**src/rtl/cgr_pkg.sv**
```systemverilog
package cgr_pkg;

    typedef enum logic {
        RAIL_LO = 1'b0,
        RAIL_HI = 1'b1
    } rail_e;

    typedef struct packed {
        logic valid;
        logic over;
    } det_t;

    function automatic logic is_peak(det_t d);
        return d.valid && d.over;
    endfunction

endpackage

```
**src/rtl/cgr_cfg_capture.sv**
```systemverilog
module cgr_cfg_capture #(
    parameter int SAMPLE_W = 16,
    parameter int HOLD_W   = 12
) (
    input  logic                clk,
    input  logic                rst,
    input  logic [SAMPLE_W-1:0] thresh_cfg,
    input  logic [HOLD_W-1:0]   hold_cfg,
    output logic [SAMPLE_W-1:0] thr_q,
    output logic [HOLD_W-1:0]   hold_q
);

    always_ff @(posedge clk) begin
        if (rst) begin
            thr_q  <= thresh_cfg;
            hold_q <= hold_cfg;
        end
    end

    AST_CFG_FROZEN: assert property (@(posedge clk) disable iff (rst)
        1'b1 |=> $stable(thr_q) && $stable(hold_q));

endmodule

```
**src/rtl/cgr_level_detect.sv**
```systemverilog
module cgr_level_detect
    import cgr_pkg::*;
#(
    parameter int SAMPLE_W = 16
) (
    input  logic                       clk,
    input  logic                       rst,
    input  logic                       active,
    input  logic                       smp_valid,
    input  logic signed [SAMPLE_W-1:0] smp_data,
    input  logic [SAMPLE_W-1:0]        thr,
    output det_t                       det
);

    logic [SAMPLE_W-1:0] mag;

    // magnitude as unsigned: the most negative code maps to 2**(W-1)
    always_comb begin
        if (smp_data[SAMPLE_W-1])
            mag = ~smp_data + 1'b1;
        else
            mag = smp_data;
    end

    always_ff @(posedge clk) begin
        if (rst) begin
            det <= '0;
        end else begin
            det.valid <= smp_valid && active;
            det.over  <= (mag >= thr);
        end
    end

endmodule

```
**src/rtl/cgr_hold_fsm.sv**
```systemverilog
module cgr_hold_fsm
    import cgr_pkg::*;
#(
    parameter int HOLD_W = 12
) (
    input  logic              clk,
    input  logic              rst,
    input  logic              active,
    input  det_t              det,
    input  logic [HOLD_W-1:0] hold_lim,
    output rail_e             rail,
    output logic              switched
);

    rail_e             nxt;
    logic [HOLD_W-1:0] cnt, cnt_n;

    always_comb begin
        nxt   = rail;
        cnt_n = cnt;
        if (!active) begin
            nxt   = RAIL_LO;
            cnt_n = '0;
        end else if (is_peak(det)) begin
            nxt   = RAIL_HI;
            cnt_n = '0;
        end else if (rail == RAIL_HI) begin
            if (cnt >= hold_lim) begin
                nxt   = RAIL_LO;
                cnt_n = '0;
            end else begin
                cnt_n = cnt + 1'b1;
            end
        end
    end

    always_ff @(posedge clk) begin
        if (rst) begin
            rail     <= RAIL_LO;
            cnt      <= '0;
            switched <= 1'b0;
        end else begin
            rail     <= nxt;
            cnt      <= cnt_n;
            switched <= (nxt != rail);
        end
    end

    AST_CNT_BOUND: assert property (@(posedge clk) disable iff (rst)
        cnt <= hold_lim);
    AST_PEAK_RAISES: assert property (@(posedge clk) disable iff (rst)
        (active && is_peak(det)) |=> rail == RAIL_HI);
    AST_RISE_NEEDS_PEAK: assert property (@(posedge clk) disable iff (rst)
        $rose(rail == RAIL_HI) |-> $past(is_peak(det)));
    AST_FALL_AFTER_HOLD: assert property (@(posedge clk) disable iff (rst)
        $fell(rail == RAIL_HI) |-> ($past(!active) || $past(cnt) == hold_lim));
    AST_FORCED_LOW: assert property (@(posedge clk) disable iff (rst)
        !active |=> (rail == RAIL_LO) && (cnt == '0));

endmodule

```
**src/rtl/cgr_rail_selector.sv**
```systemverilog
module cgr_rail_selector
    import cgr_pkg::*;
#(
    parameter int SAMPLE_W = 16,
    parameter int HOLD_W   = 12
) (
    input  logic                       clk,
    input  logic                       rst,
    input  logic                       enable,
    input  logic                       shutdown,
    input  logic                       smp_valid,
    input  logic signed [SAMPLE_W-1:0] smp_data,
    input  logic [SAMPLE_W-1:0]        thresh_cfg,
    input  logic [HOLD_W-1:0]          hold_cfg,
    output logic                       rail_hi,
    output logic                       rail_switch
);

    logic [SAMPLE_W-1:0] thr_q;
    logic [HOLD_W-1:0]   hold_q;
    logic                active;
    det_t                det;
    rail_e               rail;

    assign active = enable && !shutdown;

    cgr_cfg_capture #(.SAMPLE_W(SAMPLE_W), .HOLD_W(HOLD_W)) u_cfg (
        .clk        (clk),
        .rst        (rst),
        .thresh_cfg (thresh_cfg),
        .hold_cfg   (hold_cfg),
        .thr_q      (thr_q),
        .hold_q     (hold_q)
    );

    cgr_level_detect #(.SAMPLE_W(SAMPLE_W)) u_det (
        .clk       (clk),
        .rst       (rst),
        .active    (active),
        .smp_valid (smp_valid),
        .smp_data  (smp_data),
        .thr       (thr_q),
        .det       (det)
    );

    cgr_hold_fsm #(.HOLD_W(HOLD_W)) u_fsm (
        .clk      (clk),
        .rst      (rst),
        .active   (active),
        .det      (det),
        .hold_lim (hold_q),
        .rail     (rail),
        .switched (rail_switch)
    );

    assign rail_hi = (rail == RAIL_HI);

    AST_SWITCH_MARKS_CHANGE: assert property (@(posedge clk) disable iff (rst)
        rail_switch |-> rail_hi != $past(rail_hi));
    AST_CHANGE_HAS_SWITCH: assert property (@(posedge clk) disable iff (rst)
        (rail_hi != $past(rail_hi)) |-> rail_switch);

endmodule

```
**config.mk**
```make
export PLATFORM = sky130hd
export DESIGN_NAME = cgr_rail_selector
export DESIGN_NICKNAME = d
export VERILOG_FILES = /design/src/rtl/cgr_pkg.sv /design/src/rtl/cgr_cfg_capture.sv /design/src/rtl/cgr_level_detect.sv /design/src/rtl/cgr_hold_fsm.sv /design/src/rtl/cgr_rail_selector.sv
export SDC_FILE = /design/constraint.sdc
export NUM_CORES = 1
export LEC_CHECK = 0
export BUFFER_PORTS_ARGS = -buffer_cell sky130_fd_sc_hd__buf_2
export CORE_MARGIN = 2
export CORE_UTILIZATION = 25
export CTS_BUF_LIST = sky130_fd_sc_hd__clkbuf_16
export CTS_CLUSTER_SIZE = 10
export DETAILED_ROUTE_END_ITERATION = 6
export PLACE_DENSITY = 0.46
export SLEW_MARGIN = 20
export SYNTH_ARGS = -nofsm -noshare
export SYNTH_HDL_FRONTEND = slang
export SYNTH_SLANG_ARGS = --single-unit
export TNS_END_PERCENT = 50
```
**constraint.sdc**
```tcl
create_clock -name clk -period 3.1 [get_ports clk]
set_clock_uncertainty 0.05 [all_clocks]
set_input_delay 0.62 -clock clk [delete_from_list [all_inputs] [get_ports clk]]
set_output_delay 0.62 -clock clk [all_outputs]
set_load 0.03 [all_outputs]
```
# Yosys cells after proc, flatten, opt, wreduce, memory -nomap -nowiden

Cells that the tools add are included.

Add/subtract/negate cells: 2
Multipliers: 0
Div/mod/pow operators: 0
Magnitude comparators: 2
Equal/unequal tests: 1
Shift-type cells: 0
Muxes and demuxes: 6
Bitwise operators: 2
Reduce and logical (&&, ||, !) cells: 5

Operator list:

| cell                                          | count |
|---|---|
| adder 16 x 1 -> 16 bit, second input constant | 1 |
| greater-or-equal comparator 16 bit            | 1 |
| two-way mux 16 bit                            | 1 |
| NOT 16 bit                                    | 1 |
| adder 12 x 1 -> 12 bit, second input constant | 1 |
| greater-or-equal comparator 12 bit            | 1 |
| two-way mux 12 bit                            | 1 |
| two-way mux 1 bit                             | 4 |
| logical AND 1 bit                             | 3 |
| OR reduction 3 bit                            | 1 |
| logical NOT 1 bit                             | 1 |
| inequality test 1 bit                         | 1 |
| NOT 1 bit                                     | 1 |

Flip-flop bits (word level): 44
Latch bits: 0
Memory bits (writable): 0
ROM bits: 0
Input bits: 49
Output and inout port bits: 2
Logic and storage cells: 25
Memories kept: 0

# Longest topological paths before layout

Gate-level depths: netlist of run 1.

Depth in word-level cells: 6
Mapped depth: 12
Depth with buffers taken out: 12

# Hierarchy

From an unflattened synthesis of run 1, not the netlist that was laid out.

Cell total of the unflattened synthesis: 260
Area total of the unflattened synthesis: 2698.8 um^2

Modules (own cells, without submodules):

| module            | times used | cells each | area each (um^2) | sequential area each (um^2) |
|---|---|---|---|---|
| cgr_hold_fsm      | 1          | 126        | 1084.8           | 280.3 |
| cgr_cfg_capture   | 1          | 28         | 840.8            | 840.8 |
| cgr_level_detect  | 1          | 105        | 759.5            | 40.0 |
| cgr_rail_selector | 1          | 1          | 13.8             | 0.0 |

# Least setup slack after synthesis of run 1

Ideal clock, no wire load.

Path type: in2reg
From: input smp_data[7]
To: register u_det.det[0] (netlist name)
Setup time: 0.118 ns
Arrival: 3.187 ns
Data required time: 2.932 ns
Path slack: -0.255 ns
Cell stages on the path: 12
Buffers on the path: 0
Cell sequence: or4_4 > or4_4 > or2_4 > o21ai_1 > xnor2_1 > ha_1 > a21o_1 > a21o_1 > a21oi_1 > o211ai_1 > a41oi_1 > nor2_1

Cells in the longest elaborated chain, start to end: 4

RTL lines:

| item                                   | line                    | source |
|---|---|---|
| from (decl)                            | cgr_rail_selector.sv:12 | `input logic signed [SAMPLE_W-1:0] smp_data,` |
| NOT 16 bit                             | cgr_level_detect.sv:20  | `mag = ~smp_data + 1'b1;` |
| adder 16 x 1 -> 16 bit                 | cgr_level_detect.sv:20  |  |
| two-way mux 16 bit (*)                 | cgr_level_detect.sv:19  | `if (smp_data[SAMPLE_W-1])` |
| greater-or-equal comparator 16 bit (*) | cgr_level_detect.sv:30  | `det.over <= (mag >= thr);` |

Every way passes the cells marked *; elsewhere a longest branch is shown, timed or not.
A chain may end at the register's enable or synchronous reset.

# Worst setup path after layout of run 1

From: input smp_data[7]
To: register u_det.det[0] (netlist name)

Cells in the longest elaborated chain, start to end: 4

RTL lines:

| item                                   | line |
|---|---|
| NOT 16 bit                             | cgr_level_detect.sv:20 |
| adder 16 x 1 -> 16 bit                 | cgr_level_detect.sv:20 |
| two-way mux 16 bit (*)                 | cgr_level_detect.sv:19 |
| greater-or-equal comparator 16 bit (*) | cgr_level_detect.sv:30 |

Marked as above.

==> metrics.txt, run 1 <==
outcome=finished, violations left; failing checks=negative setup slack; gr ovfl total=0; post-DP HPWL=4140 um; Worst Setup End Kind=flip-flop; RSZ-0062 raised after global routing=yes; Max FO, Critical Path=3; Yosys top cell by area=edfxtp_1; sw frac=0.202; # DRC=0; total power=1.63 mW; # setup viols final=1; Buf+Inv Stages, Crit Path=1; TritonCTS clock tree=yes; Fin. Hold Viols=0; Placed Cells=442; sequential power share=0.409; Logic pwr share=0.120; Clk pwr share=0.471; Worst-path clk slew=0.07 ns; Final #Nets=397; Port Buffer Count=50; hold depth=1; top_reg_cell synth=edfxtp_1; Starting Density=0.259; Worst Hold Endpoint=u_fsm.cnt[11]; # clock sinks=44; final period utilization=1.03; clk buf depth=2; WL/cell=11.9 um; cell breakdown of the critical path=buf_6, or4_4, or4_4, or2_4, o21ai_2, xnor2_1, ha_1, a21o_1, a21o_1, a21oi_2, o211ai_1, a41oi_1, nor2_1; Max Slew Vio Count=0; Synth Register Bits=44; Cells after Synth=251; sequential fraction of the synthesis area=0.454; placed inst area=0.00305 sq mm; H-tree lvl count=2; # diodes=0; first-pass GRT wire length=9540 um; fraction of layout cells with a size suffix above 1=0.241; Worst Path Required=3.22 ns; pre-CTS worst setup slack=-0.445 ns; Yosys cell types=38; Die Y=105 um; row count=36; DRT Pass-1 Iters=4; slew margin rel.=0.649; post-synth top area share=0.329; DIE WIDTH=105 um; final worst slack=-0.0993 ns; Top Ports=51; critical path class=primary input to flip-flop; Fmax=313 MHz; Pwr per Cell Area=494 mW/mm^2; Tightest Pin Transition=0.525 ns; top post-synthesis cells by count=inv_1, ha_1, edfxtp_1; Final ANT Viol Nets=0; Root Buffer=clkbuf_16; worst hold path class=flip-flop to flip-flop; WL final=5390 um; Layout area overhead=28.6%; Reg-to-Reg Start=u_cfg.hold_q[11]; Finished Cell Area=0.00329 sq mm; number of enable flip-flop cells after synthesis=28; CP delay by family, top=simple AND/OR/NAND/NOR gates; GRT Overall Usage=0.107; core area=0.00986 sq mm; reg2reg setup slack=0.75 ns; Worst R2R Path Depth=9; Net Switching=0.329 mW; Die Area=0.0111 sq mm; # hold bufs at CTS=0; CP max stage cell=or4_4; Worst Hold Launch=u_fsm.cnt[11]; Syn Std Cell Area=0.00256 sq mm; Vias=2015; # fillers=1038; synth warn=0; most frequent cell after synthesis=inv_1; VDD IR max=0.000214 V; Arr. time, crit path=3.32 ns; Final min period=3.20 ns; Synth area leaders=edfxtp_1, ha_1, dfxtp_1; vias in the first global route=2141; DR iter-0 viols=80; initial antenna violation count=0; Sum Neg Setup Slack=-0.0993 ns; RR Endpoint=u_fsm.cnt[6]; Pint=1.30 mW; placer's final routability congestion estimate=0.789; Non-Filler Instances=452; largest net degree at the start of global routing=34; Max-cap violations=0; crit-path max cell delay=0.52 ns; syn nets=330; worst skew pair latency=0.28 ns; Avg Cell Area, Syn=10.2 sq um; Leakage Power=1.47 nW; CP startpoint kind=primary input; Post-synth ARST share=0; TritonCTS Buffers=5; Avg Vias per Cell=4.46
## per-stage QoR
step | utilization | hold slack, ns
floorplan | - | 0.407
global route | 0.333 | 0.442
detailed placement | 0.309 | 0.433
global placement | 0.309 | 0.438
CTS | 0.333 | 0.445
finish | 0.333 | 0.441
## power by group through the flow
stage	combinational, mW	clock, mW	sequential (mW)
finish	0.196	0.765	0.664
global route	0.230	0.818	0.667
CTS	0.201	0.787	0.665
detailed placement	0.194	0	0.678
global placement	0.191	0	0.677
floorplan	0.112	0	0.675
## worst max path at each step
| stage | startpoint | endpoint | slack (ns) | cells past startpoint |
|---|---|---|---|---|
| 2_1_floorplan | smp_data[7] | u_det.det[0] | -0.19 | 12 |
| 3_3_place_gp | smp_data[7] | u_det.det[0] | -0.37 | 13 |
| 3_5_place_dp | smp_data[7] | u_det.det[0] | -0.45 | 13 |
| 4_1_cts | smp_data[7] | u_det.det[0] | -0.11 | 13 |
| 5_1_grt | smp_data[7] | u_det.det[0] | -0.21 | 13 |
| 6_report | smp_data[7] | u_det.det[0] | -0.1 | 13 |
## final cells by class
type | instances | area, sq um | share of cell area
Multi-Input combinational cell | 171 | 1270 | 0.386
Timing Repair Buffer | 63 | 354 | 0.108
Inverter | 33 | 124 | 0.0377
Tap cell | 133 | 166 | 0.0506
Clock buffer | 5 | 125 | 0.0380
Clock inverter | 3 | 90.1 | 0.0274
Sequential cell | 44 | 1160 | 0.353
## logic make-up after synthesis
family	Yosys count	share of synthesized area
buf+inv	36	0.0528
mux	2	0.00783
compound gates	54	0.146
flops	44	0.454
xor+xnor	15	0.0514
fa+ha+maj	30	0.147
simple gates	70	0.141
## routing by layer
layer / up-vias / global-route usage / wire, um
met3: 6 / 0.0293 / 259
met1: 929 / 0.130 / 2460
met5: - / 0 / 0
met4: 0 / 0.0305 / 63
li1: 1035 / - / -
met2: 45 / 0.186 / 2610
## sequential cells by signal, indices dropped and copies added, names as in the netlist
register        count
u_cfg.thr_q        16
u_fsm.cnt          12
u_fsm.rail          1
u_det.det           2
u_cfg.hold_q       12
u_fsm.switched      1
## cells in the final DEF, fill, tap and decap left out, types with 4 or more instances in the layout
cell	count
nand2_1	17
buf_2	49
o21ai_0	8
a21o_1	6
nor3_1	5
and3_1	6
buf_4	13
inv_1	33
xnor2_1	14
a21oi_1	13
clkbuf_16	5
ha_1	30
nand4_1	4
edfxtp_1	28
dfxtp_1	16
nand3_1	7
nand2b_1	8
nor2_1	13
## repair_timing
| action | in CTS | in global routing |
|---|---|---|
| setup endpoints to repair | 1 | 1 |
| gates resized for setup | 1 | 0 |
| hold endpoints to repair | 0 | 0 |
| pin swaps | 3 | 0 |
| setup buffers | 2 | 0 |
No activity file was read; power rests on OpenSTA's default activity.
==> run 2: changes to the inputs <==
--- a/config.mk
+++ b/config.mk
@@ -6,6 +6,7 @@
 export NUM_CORES = 1
 export LEC_CHECK = 0
 export BUFFER_PORTS_ARGS = -buffer_cell sky130_fd_sc_hd__buf_2
+export CORE_ASPECT_RATIO = 1.2
 export CORE_MARGIN = 2
 export CORE_UTILIZATION = 25
 export CTS_BUF_LIST = sky130_fd_sc_hd__clkbuf_16
==> metrics.txt, run 2 (synthesis results as in run 1) <==
CP startpoint kind=primary input (unchanged); Top Ports=51 (unchanged); clk buf depth=2 (unchanged); Fmax=315 MHz (was 313 MHz); Max Slew Vio Count=0 (unchanged); Arr. time, crit path=3.29 ns (was 3.32 ns); Port Buffer Count=50 (unchanged); Non-Filler Instances=444 (was 452); Max-cap violations=0 (unchanged); outcome=finished, violations left (unchanged); VDD IR max=0.000282 V (was 0.000214 V); H-tree lvl count=2 (unchanged); slew margin rel.=0.656 (was 0.649); gr ovfl total=0 (unchanged); TritonCTS Buffers=5 (unchanged); row count=40 (was 36); first-pass GRT wire length=9310 um (was 9540 um); Avg Vias per Cell=4.51 (was 4.46); Worst Setup End Kind=flip-flop (unchanged); DIE WIDTH=96.3 um (was 105 um); core area=0.0100 sq mm (was 0.00986 sq mm); # diodes=0 (unchanged); # clock sinks=44 (unchanged); Fin. Hold Viols=0 (unchanged); most frequent cells in the layout=buf_2, inv_1, ha_1 (unchanged); Die Area=0.0111 sq mm (about the same); Max FO, Critical Path=3 (unchanged); failing checks=negative setup slack (unchanged); Post-CTS Setup Inserts=0 (was 2); DR iter-0 viols=57 (was 80); worst hold path class=flip-flop to flip-flop (unchanged); final period utilization=1.02 (was 1.03); met1 WL=2490 um (was 2460 um); Worst Path Required=3.22 ns (about the same); Top reg by flops=u_cfg.thr_q (unchanged); Pwr per Cell Area=456 mW/mm^2 (was 494 mW/mm^2); WL/cell=12.4 um (was 11.9 um); placed inst area=0.00305 sq mm (about the same); Vias=2003 (was 2015); fraction of layout cells with a size suffix above 1=0.239 (was 0.241); Max Used Layer=met4 (unchanged); Worst-path clk slew=0.07 ns (about the same); TritonCTS clock tree=yes (unchanged); max FFs per register=16 (unchanged); post-DP HPWL=4220 um (was 4140 um); Layout area overhead=26.5% (was 28.6%); placer's final routability congestion estimate=0.727 (was 0.789); Root Buffer=clkbuf_16 (unchanged); Starting Density=0.256 (was 0.259); Tightest Pin Transition=0.514 ns (was 0.525 ns); Die Y=115 um (was 105 um); largest net degree at the start of global routing=34 (unchanged); initial antenna violation count=0 (unchanged); met3 WL=313 um (was 259 um); Final min period=3.17 ns (was 3.20 ns); Placed Cells=436 (was 442); critical path class=primary input to flip-flop (unchanged); # setup viols final=1 (unchanged); commonest non-fill, non-tap cell in the layout=buf_2 (unchanged); WL final=5490 um (was 5390 um); worst skew pair latency=0.29 ns (was 0.28 ns); Leakage Power=1.45 nW (was 1.47 nW); final worst slack=-0.0703 ns (was -0.0993 ns); # DRC=0 (unchanged); vias in the first global route=2026 (was 2141); Finished Cell Area=0.00324 sq mm (was 0.00329 sq mm); # hold bufs at CTS=0 (unchanged); DRT Pass-1 Iters=4 (unchanged); Final ANT Viol Nets=0 (unchanged); GRT Overall Usage=0.108 (was 0.107); RSZ-0062 raised after global routing=yes (unchanged); DR WL met2=2630 um (was 2610 um); Final #Nets=396 (was 397); largest registers=u_cfg.thr_q (16), u_cfg.hold_q (12), u_fsm.cnt (12) (unchanged)
run 2: cell count changes in the layout (fill, tap and decap cells not counted), sizes merged:
cell	change
buf	-1
inv	+1
bufinv	-2
clkinvlp	+1
run 2: layout make-up:
class | count | area, sq um
Fill cell | 1064 | 6770
Tap cell | 126 | 158
Sequential cell | 44 | 1160
Timing Repair Buffer | 62 | 353
Clock buffer | 5 | 125
Multi-Input combinational cell | 171 | 1270
Inverter | 33 | 124
Clock inverter | 3 | 46.3
run 2: per-stage QoR:
stage,utilization,setup TNS (ns),total power [mW],hold WS [ns],setup slack (ns)
final,0.323,-0.0703,1.47,0.447,-0.0703
after global routing,0.323,-0.198,1.56,0.440,-0.198
after CTS,0.323,-0.0856,1.51,0.447,-0.0856
after detailed placement,0.305,-0.418,0.877,0.439,-0.418
after global placement,0.305,-0.343,0.872,0.439,-0.343
after floorplan,-,-0.190,0.787,0.407,-0.190
run 2: final timing paths:
kind	startpoint	end	slack, ns	depth (start not counted)
setup / recovery	smp_data[7]	u_det.det[0]	-0.07	13
setup reg to reg	u_cfg.hold_q[11]	u_fsm.cnt[6]	0.79	9
hold reg to reg	u_fsm.cnt[11]	u_fsm.cnt[11]	0.45	1
hold / removal	u_fsm.cnt[11]	u_fsm.cnt[11]	0.45	1
run 2: critical path: stages:
cell and delay [ns]:
buf_6 0.09, or4_4 0.53, or4_4 0.43, or2_4 0.27
o21ai_2 0.14, xnor2_1 0.13, ha_1 0.26, a21o_1 0.16
a21o_1 0.17, a21oi_2 0.14, o211ai_1 0.10, a41oi_1 0.18
nor2_1 0.07
run 2: layer usage:
metal	vias up	track usage
li1	1037	-
met4	0	0.0310
met3	5	0.0242
met5	-	0
met2	44	0.187
met1	917	0.134
run 2: what timing repair did:
action                                  4_1_cts  5_1_grt
gates resized for setup                       2        0
endpoints found under the setup margin        1        1
pin swaps                                     2        2
run 2: where the power goes:
part	switching (mW)	total (mW)	internal [mW]
clock network	0.230	0.613	0.383
registers	0.00761	0.664	0.657
logic	0.0995	0.197	0.0975
==> run 3: changes to the inputs <==
--- a/config.mk
+++ b/config.mk
@@ -7,7 +7,7 @@
 export LEC_CHECK = 0
 export BUFFER_PORTS_ARGS = -buffer_cell sky130_fd_sc_hd__buf_2
 export CORE_ASPECT_RATIO = 1.2
-export CORE_MARGIN = 2
+export CORE_MARGIN = 1.5
 export CORE_UTILIZATION = 25
 export CTS_BUF_LIST = sky130_fd_sc_hd__clkbuf_16
 export CTS_CLUSTER_SIZE = 10
==> metrics.txt, run 3 (synthesis results as in run 1) <==
outcome=finished, violations left (unchanged); failing checks=negative setup slack (unchanged); # fillers=1047 (was 1064); gr ovfl total=0 (unchanged); Final #Nets=398 (was 396); Die Y=114 um (was 115 um); Top Ports=51 (unchanged); Port Buffer Count=50 (unchanged); Vias=1986 (was 2003); initial antenna violation count=0 (unchanged); critical path class=primary input to flip-flop (unchanged); Worst-path clk slew=0.06 ns (was 0.07 ns); commonest non-fill, non-tap cell in the layout=buf_2 (unchanged); TritonCTS Buffers=5 (unchanged); post-DP HPWL=4260 um (was 4220 um); Leakage Power=1.46 nW (was 1.45 nW); VDD IR max=0.000171 V (was 0.000282 V); # clock sinks=44 (unchanged); DR iter-0 viols=30 (was 57); CP startpoint kind=primary input (unchanged); final period utilization=1.03 (was 1.02); Worst Path Required=3.23 ns (was 3.22 ns); RSZ-0062 raised after global routing=yes (unchanged); Pwr per Cell Area=450 mW/mm^2 (was 456 mW/mm^2); core area=0.00996 sq mm (was 0.0100 sq mm); Fmax=314 MHz (was 315 MHz); Max Slew Vio Count=0 (unchanged); Top reg by flops=u_cfg.thr_q (unchanged); WL/cell=12.3 um (was 12.4 um); vias in the first global route=1998 (was 2026); Worst Setup End Kind=flip-flop (unchanged); Fin. Hold Viols=0 (unchanged); Avg Vias per Cell=4.45 (was 4.51); row count=40 (unchanged); Tightest Pin Transition=0.501 ns (was 0.514 ns); WL final=5500 um (was 5490 um); final worst slack=-0.0865 ns (was -0.0703 ns); largest net degree at the start of global routing=34 (unchanged); worst skew pair latency=0.29 ns (about the same); fraction of layout cells with a size suffix above 1=0.241 (was 0.239); DIE WIDTH=95.3 um (was 96.3 um); max FFs per register=16 (unchanged); # DRC=0 (unchanged); Max-cap violations=0 (unchanged); TritonCTS clock tree=yes (unchanged); Arr. time, crit path=3.31 ns (was 3.29 ns); Root Buffer=clkbuf_16 (unchanged); worst hold path class=flip-flop to flip-flop (unchanged); # diodes=0 (unchanged); H-tree lvl count=2 (unchanged); slew margin rel.=0.665 (was 0.656); Starting Density=0.257 (was 0.256); placer's final routability congestion estimate=0.741 (was 0.727); # setup viols final=1 (unchanged); Max FO, Critical Path=3 (unchanged); Final ANT Viol Nets=0 (unchanged); Die Area=0.0108 sq mm (was 0.0111 sq mm); Final min period=3.19 ns (was 3.17 ns); pre-CTS worst setup slack=-0.389 ns (was -0.418 ns); Final Util=0.326 (was 0.323); first-pass GRT wire length=8900 um (was 9310 um); Layout area overhead=26.8% (was 26.5%); most frequent cells in the layout=buf_2, inv_1, ha_1 (unchanged); total power=1.46 mW (was 1.47 mW); clk buf depth=2 (unchanged); largest registers=u_cfg.thr_q (16), u_cfg.hold_q (12), u_fsm.cnt (12) (unchanged); GRT Overall Usage=0.108 (about the same); Sum Neg Setup Slack=-0.0865 ns (was -0.0703 ns); DRT Pass-1 Iters=4 (unchanged)
run 3: changes by cell type in the layout (fill, tap and decap cells not counted):
cell        previous run  this run
buf_4                 12        14
clkinv_2               0         1
clkinvlp_4             1         0
inv_1                 33        34
inv_6                  1         0
run 3: what timing repair did:
| item | 4_1_cts | 5_1_grt |
|---|---|---|
| hold buffers | 0 | 0 |
| buffers inserted | 0 | 1 |
| pin swaps | 0 | 3 |
| hold endpoints to repair | 0 | 0 |
| setup endpoints to repair | 1 | 1 |
| gates resized for setup | 1 | 1 |
run 3: per-stage QoR:
step	cells	hold slack [ns]	area, sq um
2_1_floorplan	251	0.407	2560
3_3_place_gp	437	0.428	3060
3_5_place_dp	437	0.436	3060
4_1_cts	445	0.442	3230
5_1_grt	446	0.444	3240
6_report	446	0.443	3240
run 3: per-layer routing:
| metal | GRT usage | wire length [um] |
|---|---|---|
| met4 | 0.0448 | 98 |
| met2 | 0.192 | 2700 |
| met5 | 0 | 0 |
| met3 | 0.0240 | 247 |
| met1 | 0.122 | 2450 |
run 3: final cells by class:
cell class	count	area [sq um]	share of cell area
Clock inverter	3	38.8	0.0120
Multi-Input combinational cell	171	1270	0.391
Inverter	33	124	0.0382
Sequential cell	44	1160	0.358
Clock buffer	5	125	0.0386
Tap cell	126	158	0.0486
Timing Repair Buffer	64	368	0.113
run 3: final timing paths:
kind               startpoint            end  slack, ns  depth (start not counted)
max               smp_data[7]   u_det.det[0]      -0.09                         13
min             u_fsm.cnt[11]  u_fsm.cnt[11]       0.44                          1
max reg2reg  u_cfg.hold_q[11]   u_fsm.cnt[6]       0.77                          9
min reg2reg     u_fsm.cnt[11]  u_fsm.cnt[11]       0.44                          1
run 3: worst max-delay path, cell delays in order:
cell,delay [ns]
buf_6,0.09
or4_4,0.53
or4_4,0.43
or2_4,0.27
o21ai_2,0.13
xnor2_1,0.13
ha_1,0.27
a21o_1,0.16
a21o_1,0.18
a21oi_2,0.15
o211ai_1,0.09
a41oi_1,0.18
nor2_1,0.07
run 3: report_power, final:
group	leakage [nW]	switching (mW)	total, mW	internal [mW]
registers	0.403	0.00713	0.664	0.657
clock network	0.0850	0.217	0.593	0.376
logic	0.972	0.101	0.202	0.101
